[src/rtl/dmx_pkg.sv]
package dmx_pkg;

    typedef enum logic [1:0] {
        PH_IDLE = 2'd0,
        PH_ROW  = 2'd1,
        PH_COL  = 2'd2,
        PH_PRE  = 2'd3
    } phase_e;

    typedef struct packed {
        logic       wr;
        logic       b16;
        logic       be_lo;
        logic       be_hi;
        logic       mux;
        logic [1:0] col_len;
    } acc_ctl_t;

    localparam int unsigned COL_BASE = 8;

    function automatic int unsigned col_bits(input logic [1:0] code);
        return COL_BASE + int'(code);
    endfunction

    function automatic int unsigned row_shift(input logic b16, input logic [1:0] code);
        return col_bits(code) + (b16 ? 1 : 0);
    endfunction

endpackage

[src/rtl/dmx_addr_mux.sv]
module dmx_addr_mux
    import dmx_pkg::*;
#(
    parameter int ADDR_W = 24,
    parameter int DA_W   = 12
) (
    input  logic [ADDR_W-1:0] addr_q,
    input  acc_ctl_t          ctl_q,
    input  phase_e            phase,
    output logic [DA_W-1:0]   dram_a
);
    logic [ADDR_W-1:0] row_full;
    logic [ADDR_W-1:0] col_full;
    logic [DA_W-1:0]   col_mask;
    int unsigned       ncol;

    always_comb begin
        ncol     = col_bits(ctl_q.col_len);
        row_full = addr_q >> row_shift(ctl_q.b16, ctl_q.col_len);
        col_full = ctl_q.b16 ? (addr_q >> 1) : addr_q;
        for (int i = 0; i < DA_W; i++) begin
            col_mask[i] = (i < int'(ncol));
        end
    end

    always_comb begin
        dram_a = '0;
        if (phase == PH_ROW || phase == PH_COL) begin
            if (!ctl_q.mux) begin
                dram_a = addr_q[DA_W-1:0];
            end else if (phase == PH_ROW) begin
                dram_a = row_full[DA_W-1:0];
            end else begin
                dram_a = col_full[DA_W-1:0] & col_mask;
            end
        end
    end

endmodule

[src/rtl/dmx_seq.sv]
module dmx_seq
    import dmx_pkg::*;
#(
    parameter int WAIT_W = 4
) (
    input  logic              clk,
    input  logic              rst,
    input  logic              start,
    input  logic [WAIT_W-1:0] waits,
    input  logic              slow,
    output phase_e            phase
);
    localparam int CNT_W = WAIT_W + 1;

    logic [WAIT_W-1:0] waits_q;
    logic              slow_q;
    logic [CNT_W-1:0]  cnt;

    always_ff @(posedge clk) begin
        if (rst) begin
            phase   <= PH_IDLE;
            cnt     <= '0;
            waits_q <= '0;
            slow_q  <= 1'b0;
        end else begin
            case (phase)
                PH_IDLE: begin
                    if (start) begin
                        phase   <= PH_ROW;
                        waits_q <= waits;
                        slow_q  <= slow;
                    end
                end
                PH_ROW: begin
                    phase <= PH_COL;
                    cnt   <= {1'b0, waits_q} + CNT_W'(slow_q);
                end
                PH_COL: begin
                    if (cnt == '0) begin
                        phase <= PH_PRE;
                        cnt   <= CNT_W'(slow_q);
                    end else begin
                        cnt <= cnt - 1'b1;
                    end
                end
                PH_PRE: begin
                    if (cnt == '0) begin
                        phase <= PH_IDLE;
                    end else begin
                        cnt <= cnt - 1'b1;
                    end
                end
                default: phase <= PH_IDLE;
            endcase
        end
    end

endmodule

[src/rtl/dmx_strobe.sv]
module dmx_strobe
    import dmx_pkg::*;
(
    input  phase_e   phase,
    input  acc_ctl_t ctl_q,
    output logic     ras_n,
    output logic     cas_n,
    output logic     lcas_n,
    output logic     ucas_n,
    output logic     we_n,
    output logic     oe_n
);
    logic col_ph;

    always_comb begin
        col_ph = (phase == PH_COL);
        ras_n  = !(phase == PH_ROW || col_ph);
        cas_n  = !(col_ph && !ctl_q.b16);
        lcas_n = !(col_ph && ctl_q.b16 && ctl_q.be_lo);
        ucas_n = !(col_ph && ctl_q.b16 && ctl_q.be_hi);
        we_n   = !(col_ph && ctl_q.wr);
        oe_n   = !(col_ph && !ctl_q.wr);
    end

endmodule

[src/rtl/dmx_ctrl.sv]
module dmx_ctrl
    import dmx_pkg::*;
#(
    parameter int ADDR_W = 24,
    parameter int DA_W   = 12,
    parameter int WAIT_W = 4
) (
    input  logic              clk,
    input  logic              rst,
    input  logic              cfg_en,
    input  logic              cfg_mux_en,
    input  logic [1:0]        cfg_col_len,
    input  logic              cfg_slow,
    input  logic              bus16,
    input  logic              cs_hit,
    input  logic              req,
    input  logic              wr,
    input  logic              be_lo,
    input  logic              be_hi,
    input  logic [ADDR_W-1:0] addr,
    input  logic [WAIT_W-1:0] wait_cnt,
    output logic [DA_W-1:0]   dram_a,
    output logic              ras_n,
    output logic              cas_n,
    output logic              lcas_n,
    output logic              ucas_n,
    output logic              we_n,
    output logic              oe_n,
    output logic              busy
);
    phase_e            phase;
    logic              start;
    logic [ADDR_W-1:0] addr_q;
    acc_ctl_t          ctl_q;

    assign start = (phase == PH_IDLE) && req && cs_hit && cfg_en;
    assign busy  = (phase != PH_IDLE);

    always_ff @(posedge clk) begin
        if (rst) begin
            addr_q <= '0;
            ctl_q  <= '0;
        end else if (start) begin
            addr_q        <= addr;
            ctl_q.wr      <= wr;
            ctl_q.b16     <= bus16;
            ctl_q.be_lo   <= be_lo;
            ctl_q.be_hi   <= be_hi;
            ctl_q.mux     <= cfg_mux_en;
            ctl_q.col_len <= cfg_col_len;
        end
    end

    dmx_seq #(.WAIT_W(WAIT_W)) u_seq (
        .clk   (clk),
        .rst   (rst),
        .start (start),
        .waits (wait_cnt),
        .slow  (cfg_slow),
        .phase (phase)
    );

    dmx_addr_mux #(.ADDR_W(ADDR_W), .DA_W(DA_W)) u_amux (
        .addr_q (addr_q),
        .ctl_q  (ctl_q),
        .phase  (phase),
        .dram_a (dram_a)
    );

    dmx_strobe u_strb (
        .phase  (phase),
        .ctl_q  (ctl_q),
        .ras_n  (ras_n),
        .cas_n  (cas_n),
        .lcas_n (lcas_n),
        .ucas_n (ucas_n),
        .we_n   (we_n),
        .oe_n   (oe_n)
    );

endmodule

[config.mk]
export PLATFORM = sky130hd
export DESIGN_NAME = dmx_ctrl
export DESIGN_NICKNAME = d
export VERILOG_FILES = /design/src/rtl/dmx_pkg.sv /design/src/rtl/dmx_addr_mux.sv /design/src/rtl/dmx_seq.sv /design/src/rtl/dmx_strobe.sv /design/src/rtl/dmx_ctrl.sv
export SDC_FILE = /design/constraint.sdc
export NUM_CORES = 1
export LEC_CHECK = 0
export BUFFER_PORTS_ARGS = -buffer_cell sky130_fd_sc_hd__buf_2
export CAP_MARGIN = 20
export CORE_MARGIN = 3
export CORE_UTILIZATION = 45
export CTS_CLUSTER_SIZE = 16
export DETAILED_ROUTE_END_ITERATION = 12
export PLACE_DENSITY = 0.67
export SETUP_SLACK_MARGIN = 0.1
export SLEW_MARGIN = 20
export SYNTH_ARGS = -nofsm -noshare
export SYNTH_HDL_FRONTEND = slang
export SYNTH_HIERARCHICAL = 1
export SYNTH_SLANG_ARGS = --single-unit
[constraint.sdc]
create_clock -name clk -period 3.3 [get_ports clk]
set_input_delay 0.165 -clock clk [delete_from_list [all_inputs] [get_ports clk]]
set_output_delay 0.165 -clock clk [all_outputs]
set_load 0.01 [all_outputs]
==> results summary, run 1 <==
Setup repair after global routing left no endpoint under its margin. In the finished design, the share of the clock period the worst path needs comes to 90.1%. The detailed placer's ending HPWL came out at 5.22 mm. The analysis attributes to cell leakage a power of 0.00133 uW. The initial antenna violation count came out at 0. The clock passes through at most 2 buffers. The final-layout fill cell count came out at 666. The remaining global-route overflow is 0. The synthesis-to-layout area growth came out at 12.3%.

The port buffer count came out at 59. The maximum resistive drop on vdd came out at 0.367 mV. In this run the power density over the cells is 472 nW/um^2. The worst setup slack before clock tree synthesis is 673 ps. The total number of yosys warnings came out at 6. For the worst setup path, the data arrival time is 2810 ps.

The flow ran to the end, and the final reports show no timing, DRC or antenna violations. The source-to-sink clock delay at the later pin of the worst-skew pair came out at 290 ps. The first global-routing pass estimated 12.2 mm of wire.

The number of buffers added for setup after CTS came out at 0. Setup violations remaining at the end of the flow were counted as 0. The routability congestion estimate from global placement came out at 0.877. STA classifies the critical path startpoint as a flip-flop.

The stage delay of the slowest cell on the critical path came out at 870 ps. The hold violation count in the final report came out at 0. After the last flow step, the layout net total stands at 449. TritonCTS built the clock tree. The vertical die dimension came out at 90.3 um. The H-tree was split into 2 levels. The floorplan die width came out at 90.3 um.

STA puts the critical path data required time at 3130 ps. The synthesized netlist occupies a cell area of 3200 sq um. The total power came out at 1700 uW. The count of distinct cell types in the synthesized netlist is 47.

The worst setup path is captured at a primary output. The area inside the core boundary came out at 6830 sq um. Hold is met by 113 ps. The number of nets with antenna violations after detailed routing came out at 0. The routed wire length per instance came out at 14.8 um.

The average instance in the mapped netlist occupies 9.12 sq um. The total count of max-transition violations in the final report is 0. In this run the count of I/O pins placed on the die edge is 60. The most used flip-flop cell after synthesis is sky130_fd_sc_hd__dfxtp_1.

For this configuration, the core starts out at a cell density of 46.8%. The critical path is of the reg -> out type. The maximum frequency from static timing analysis is 0.336 GHz. For this run, the register share of the synthesized area comes to 26.9%.

The footprint of the flip-flops and latches came out at 861 sq um. The count of state elements after synthesis came out at 43. The library cell used most frequently in the layout, excluding fill and tap cells, is sky130_fd_sc_hd__nand2b_1. On the critical path, the stage with the largest delay is an instance of sky130_fd_sc_hd__ha_1. The total number of vias is 2736. The final instance area is 3590 sq um.

The floorplan die area is 8160 sq um. The number of antenna diodes in the final layout is 0. Entering global routing, the biggest net connects 74 pins. The via density per instance came out at 5.55. The synthesized instance count is 351. CTS placed an instance of sky130_fd_sc_hd__clkbuf_8 at the clock tree root. The first-pass iteration count of the detailed router came out at 5. The slew at the pin with the worst max-slew slack came out at 903 ps. The remaining design rule violation count came out at 0. The share of synthesized registers carrying an async set or reset came out at 0%. Counting flops with a built-in enable in the synthesized netlist gives 0.

The post-cts hold buffer count is 0. The setup TNS is 0 ps. The via count of the first global-routing pass came to 2585. The post-synthesis net count is 403. Traced cell by cell, the critical path runs through buf_4, ha_1, mux4_2, o22ai_1, a211oi_1, buf_2.

For this run, the total global-route usage over all layers was measured as 18.0%. In this run, the number of DRC markers left after iteration 0 of detailed routing was 161. The area of the multi-input gates came out at 2130 sq um. The maximum fanout along the worst path came out at 23. The clock arrives with 3.53 ps of skew. The clock buffer count from CTS came out at 5. The clock period minus final worst setup slack is 2970 ps. The detailed-route wire length is 7.31 mm. The count of clock tree sinks came out at 43.

Gates resized during post-CTS repair numbered 0. The fraction of final layout cells with drive strength greater than 1 came out at 23.2%. The top cell types in the final layout, fill and taps aside, are sky130_fd_sc_hd__nand2b_1 (67), sky130_fd_sc_hd__buf_2 (59), sky130_fd_sc_hd__dfxtp_1 (43).

The count of max-cap constraint violations is 0. After clock tree synthesis, the clock-pin slew on the worst setup and hold paths is 80 ps. The cell area after placement is 3490 sq um.

Row generation in the floorplan step produced 30 rows. Setup slack closes at 327 ps. The worst hold path belongs to the class in -> reg. In this run the tightest slew margin relative to its limit is 39.8%.
==> synthesized netlist by cell type (all sizes together) (3+ instances only) <==
library cell / instances / area [sq um]
nand2b: 67 / 419
dfxtp: 43 / 861
mux2i: 37 / 370
a21oi: 20 / 100
nor2: 17 / 80.1
nand3: 16 / 92.6
clkbuf: 15 / 56.3
nand2: 15 / 56.3
inv: 14 / 52.6
mux4: 14 / 315
o22ai: 13 / 81.3
ha: 11 / 138
buf: 9 / 98.9
a211oi: 7 / 52.6
o21ai: 7 / 35.0
mux2: 3 / 33.8
nor3b: 3 / 22.5
o221a: 3 / 33.8
o221ai: 3 / 26.3
==> final timing paths <==
path                     from  cells past startpoint          endpoint  slack (ps)
max                  ctl_q[5]                      6         dram_a[4]         330
min               wait_cnt[3]                      3  u_seq/waits_q[3]         110
max reg2reg    u_seq/phase[0]                      6    u_seq/phase[1]        1280
min reg2reg  u_seq/waits_q[0]                      2  u_seq/waits_q[0]         470
==> critical path: cells and delay by family, from the launching register on <==
kind | cells | cell delay [ps]
flops | 1 | 370
compound gates | 2 | 280
mux | 1 | 620
buf+inv | 2 | 370
fa+ha+maj | 1 | 870
==> stage by stage <==
stage | std cells | util, %
detailed placement | 486 | 51.1
global placement | 486 | 51.1
floorplan | 351 | -
CTS | 493 | 52.6
global route | 493 | 52.6
finish | 493 | 52.6
==> cell families after synthesis <==
group,synth area share [%]
AO/OA/AOI/OAI,14.7
buffers and inverters,6.49
flip-flops,26.9
AND/OR/NAND/NOR,24.0
XOR/XNOR,1.06
multiplexers,22.5
adder cells (fa/ha/maj),4.30
==> cell type report <==
cell class	instances	area share, %
multi-input cells	270	59.3
flip-flops and latches	43	24.0
repair buffers	63	9.05
well taps	96	3.34
clock buffers	6	2.02
inverters	14	1.46
clock inverters	1	0.836
==> registers in the layout, summed over array words and instances (netlist names) <==
signal         flops
u_seq/phase        2
u_seq/slow_q       1
addr_q            24
ctl_q              7
u_seq/waits_q      4
u_seq/cnt          5
==> power by group <==
part	switching [uW]	internal (uW)
combinational	374	282
sequential	71.4	571
clock	177	222
total	622	1070
==> per-layer routing <==
layer / wire, um / vias to the layer above / part of all wire (%) / track usage, %
met1: 3340 / 1262 / 46 / 24.9
met2: 3360 / 97 / 46 / 28.0
li1: - / 1367 / - / -
met4: 114 / 0 / 1.6 / 5.61
met5: 0 / - / 0 / 0
met3: 485 / 10 / 6.6 / 4.17
(Power assumes the default switching activity.)
==> run 2, diff against run 1 <==
ABC_AREA = 1   (was unset)
==> run 2 against run 1 <==
- power is 16% higher
- cell area is 0.91% lower
- largest cell class unchanged
- non-clock buffer count down 2
- sequential power increased by 5.8%
==> results summary, run 2 <==
The post-synthesis net count came out at 595 (+48%). addr_q holds more flip-flops than any other register. The number of buffers and inverters on the critical path was 2 (unchanged).

The clock period minus final worst setup slack came out at 2610 ps (-366 ps). The worst setup slack before clock tree synthesis is 1010 ps (+337 ps). The signal arrival time at the worst endpoint came to 2440 ps (-370 ps).

The leakage component of the power is 0.00184 uW (+39%). The largest registers in the layout are addr_q (24), ctl_q (7), u_seq/cnt (5). The maximum frequency from static timing analysis came to 0.384 GHz (+14%). The register-to-register setup slack is 1570 ps (+290 ps). The number of buffers added for setup after CTS came out at 0 (unchanged). The run finished with clean final reports.

The floorplan die area is 8160 sq um (about the same). The maximum resistive drop on vdd is 0.276 mV (-25%). The count of state elements after synthesis came out at 43 (unchanged). The via count of the first global-routing pass is 3098 (+20%). The detailed-route wire length came out at 7.81 mm (+7.0%). The critical path ends at dram_a[5]. The all-layer global routing usage came to 19.3% (+1.2 points). The effective utilization at floorplan is 46.9% (about the same). The final-layout fill cell count came out at 778 (+17%).

The final setup skew came out at 8.14 ps (+4.62 ps). The library cells used most frequently in the layout, excluding fill and tap cells, are sky130_fd_sc_hd__nand2_1 (152), sky130_fd_sc_hd__nor2_1 (81), sky130_fd_sc_hd__inv_1 (73). The floorplan die width came out at 90.4 um (about the same). Among all cell types in the netlist, the one instantiated most often is sky130_fd_sc_hd__nand2_1.

The biggest area contributor in the post-synthesis netlist is sky130_fd_sc_hd__dfxtp_1. The total power is 1970 uW (+16%). The synthesis-to-layout area growth came out at 11.2%. The detailed placer's ending HPWL is 6.12 mm (+17%). The flip-flop count of the largest register, all copies and words added was 24 (unchanged). The clock-pin slew on the worst setup and hold paths is 70 ps (about the same). Setup repair after global routing left no endpoint under its margin.

The setup TNS was 0 ps (unchanged). The critical path starts at ctl_q[0]. The dominant register cell in the synthesized netlist is sky130_fd_sc_hd__dfxtp_1.

The number of cells on the worst reg-to-reg path is 8 (+2). The initial antenna violation count came out at 0 (unchanged). The H-tree depth came out at 2 (unchanged). The source-to-sink clock delay at the later pin of the worst-skew pair is 290 ps (about the same).

The worst setup path is launched from a flip-flop. The critical path start-end classification is reg -> out. Yosys attributes the largest share of cell area to sky130_fd_sc_hd__dfxtp_1 (27%), sky130_fd_sc_hd__nand2_1 (18%), sky130_fd_sc_hd__nand3_1 (9.7%), sky130_fd_sc_hd__nor2_1 (9.6%), sky130_fd_sc_hd__inv_1 (8.6%). The count of distinct cell types in the synthesized netlist is 33 (-30%). The routed wire length per instance came out at 11.4 um (-23%).

The routability congestion estimate from global placement is 0.963 (+9.8%). The endpoint identified for the worst register-to-register timing path is u_seq/cnt[1]. The port buffer count is 59 (unchanged). The class of the tightest hold or removal check is in -> reg. By count the netlist is led by sky130_fd_sc_hd__nand2_1 (152), sky130_fd_sc_hd__nor2_1 (82), sky130_fd_sc_hd__inv_1 (73). The count of cells along the worst hold path came out at 2 (-1). The number of ports placed on the die boundary is 60 (unchanged). The number of nets with antenna violations after detailed routing is 0 (unchanged). The slowest stage of the critical path belongs to the cell sky130_fd_sc_hd__ha_1. The footprint of the flip-flops and latches was 861 sq um (unchanged). The number of antenna diodes is 0 (unchanged). The startpoint identified for the worst register-to-register timing path is u_seq/phase[0]. The count of max-cap constraint violations was 0 (unchanged).

The final number of setup-violating endpoints came to 0 (unchanged). The minimum setup slack in the final design came to 693 ps (+366 ps). The count of clock tree sinks is 43 (unchanged).

The remaining design rule violation count came to 0 (unchanged). The maximum fanout along the worst path is 21 (-8.7%). The end-of-flow core utilization is 52.1% (-0.48 points). The vertical die dimension came to 90.4 um (about the same). The power density normalized to cell area is 552 nW/um^2 (+17%). The area inside the core boundary came out at 6830 sq um (unchanged). The number of flops mapped to enable cells by yosys is 0 (unchanged). STA classifies the critical path endpoint as a primary output. The stage delay of the slowest cell on the critical path came out at 630 ps (-240 ps). TritonCTS built the clock tree. The slew at the pin with the worst max-slew slack came out at 919 ps (+15.8 ps).

The number of gates resized after CTS came out at 0 (unchanged). Leaving out fill and tap cells, the most frequent cell in the layout is sky130_fd_sc_hd__nand2_1. The data required time of the worst path is 3130 ps (about the same).

The final net count came out at 640 (+43%). The global-route wire length before repair was 13.5 mm (+10%). The logic depth of the worst setup path including buffers is 9 (+3). The post-cts hold buffer count is 0 (unchanged). The via density per instance came to 4.94 (-11%). The root buffer cell chosen for the clock tree is sky130_fd_sc_hd__clkbuf_8. The share of Yosys cell area claimed by the top area cell type came to 26.9% (about the same). The hold violation count in the final report is 0 (unchanged). The clock buffer count from CTS came out at 5 (unchanged). The fraction of final layout cells with drive strength greater than 1 came out at 16.2% (-7.0 points).

The first-pass iteration count of the detailed router is 4 (-1). The headroom to the max-slew limit was 38.7% (-1.1 points). Among cell families on the critical path, the largest total delay comes from adder cells. The cell area after synthesis is 3200 sq um (about the same). The largest net degree at the start of global routing is 34 (-54%).

The maximum clock insertion buffer count is 2 (unchanged). The share of synthesized registers carrying an async set or reset came to 0% (unchanged). The total number of vias came to 3381 (+24%).

The signal on the critical path passes through ha_1, inv_1, o21ai_0, nand2_1, nand3_1, nand3_1, nand2_1, a21oi_1, buf_2. The total number of yosys warnings is 6 (unchanged). The area of the multi-input gates came to 1890 sq um (-11%). The final cycle utilization of the critical path came out at 79.0% (-11 points).

The synthesized area per cell came out at 5.90 sq um (-35%). The total count of max-transition violations in the final report came out at 0 (unchanged). The proportion of synthesized chip area in sequential cells was 26.9% (about the same). The remaining global-route overflow is 0 (unchanged). The synthesized instance count is 543 (+55%). The detailed router's first-iteration violation count came to 164 (+1.9%). The count of standard-cell rows is 30 (unchanged).
-- run 2: worst register-to-register path: cells and delay by family (launching register included) --
family                     cells  cell delay (ps)
AOI/OAI and AO/OA              1              150
adders and majority gates      1              260
buffers and inverters          2              220
DFF                            1              500
and+or+nand+nor                4              510
-- run 2: how the worst min path moves through the flow --
stage | startpoint | endpoint | slack (ps)
after global placement | rst | u_seq/phase[0] | 380
after CTS | rst | u_seq/phase[0] | 80
after global routing | rst | u_seq/phase[1] | 90
after floorplan | rst | u_seq/phase[0] | 230
after detailed placement | rst | u_seq/phase[0] | 380
final | rst | u_seq/phase[0] | 90
-- run 2: report_power, final --
| part | internal (uW) | switching [uW] |
|---|---|---|
| clock | 164 | 167 |
| sequential | 598 | 80.5 |
| combinational | 333 | 623 |
| total | 1100 | 870 |
-- run 2: per-layer routing --
metal,share of wire (%),vias to the layer above,global-route usage [%]
met1,46,1486,26.0
met4,1.5,0,5.48
met3,6.2,13,3.42
met5,0,-,0
li1,-,1775,-
met2,46,107,31.5
-- run 2: area by class of cell --
class / instances / share of cell area [%]
Clock buffer: 6 / 2.32
Clock inverter: 1 / 0.141
Inverter: 78 / 8.22
Multi-Input combinational cell: 399 / 53.1
Sequential cell: 43 / 24.2
Tap cell: 96 / 3.37
Timing Repair Buffer: 61 / 8.71
-- run 2: per-stage QoR --
stage / std cells / hold slack, ps / instance area, sq um
after floorplan: 543 / 234 / 3200
after global placement: 677 / 383 / 3470
after detailed placement: 677 / 383 / 3470
after CTS: 684 / 76.8 / 3560
after global routing: 684 / 88.4 / 3560
final: 684 / 87.5 / 3560
-- run 2: cell families after synthesis --
kind of cell | count (synthesis) | synth area share (%)
AOI/OAI and AO/OA | 65 | 10.7
xor gates and xnor gates | 1 | 0.274
adders and majority gates | 11 | 4.30
buffers and inverters | 101 | 14.2
DFF | 43 | 26.9
and+or+nand+nor | 322 | 43.7
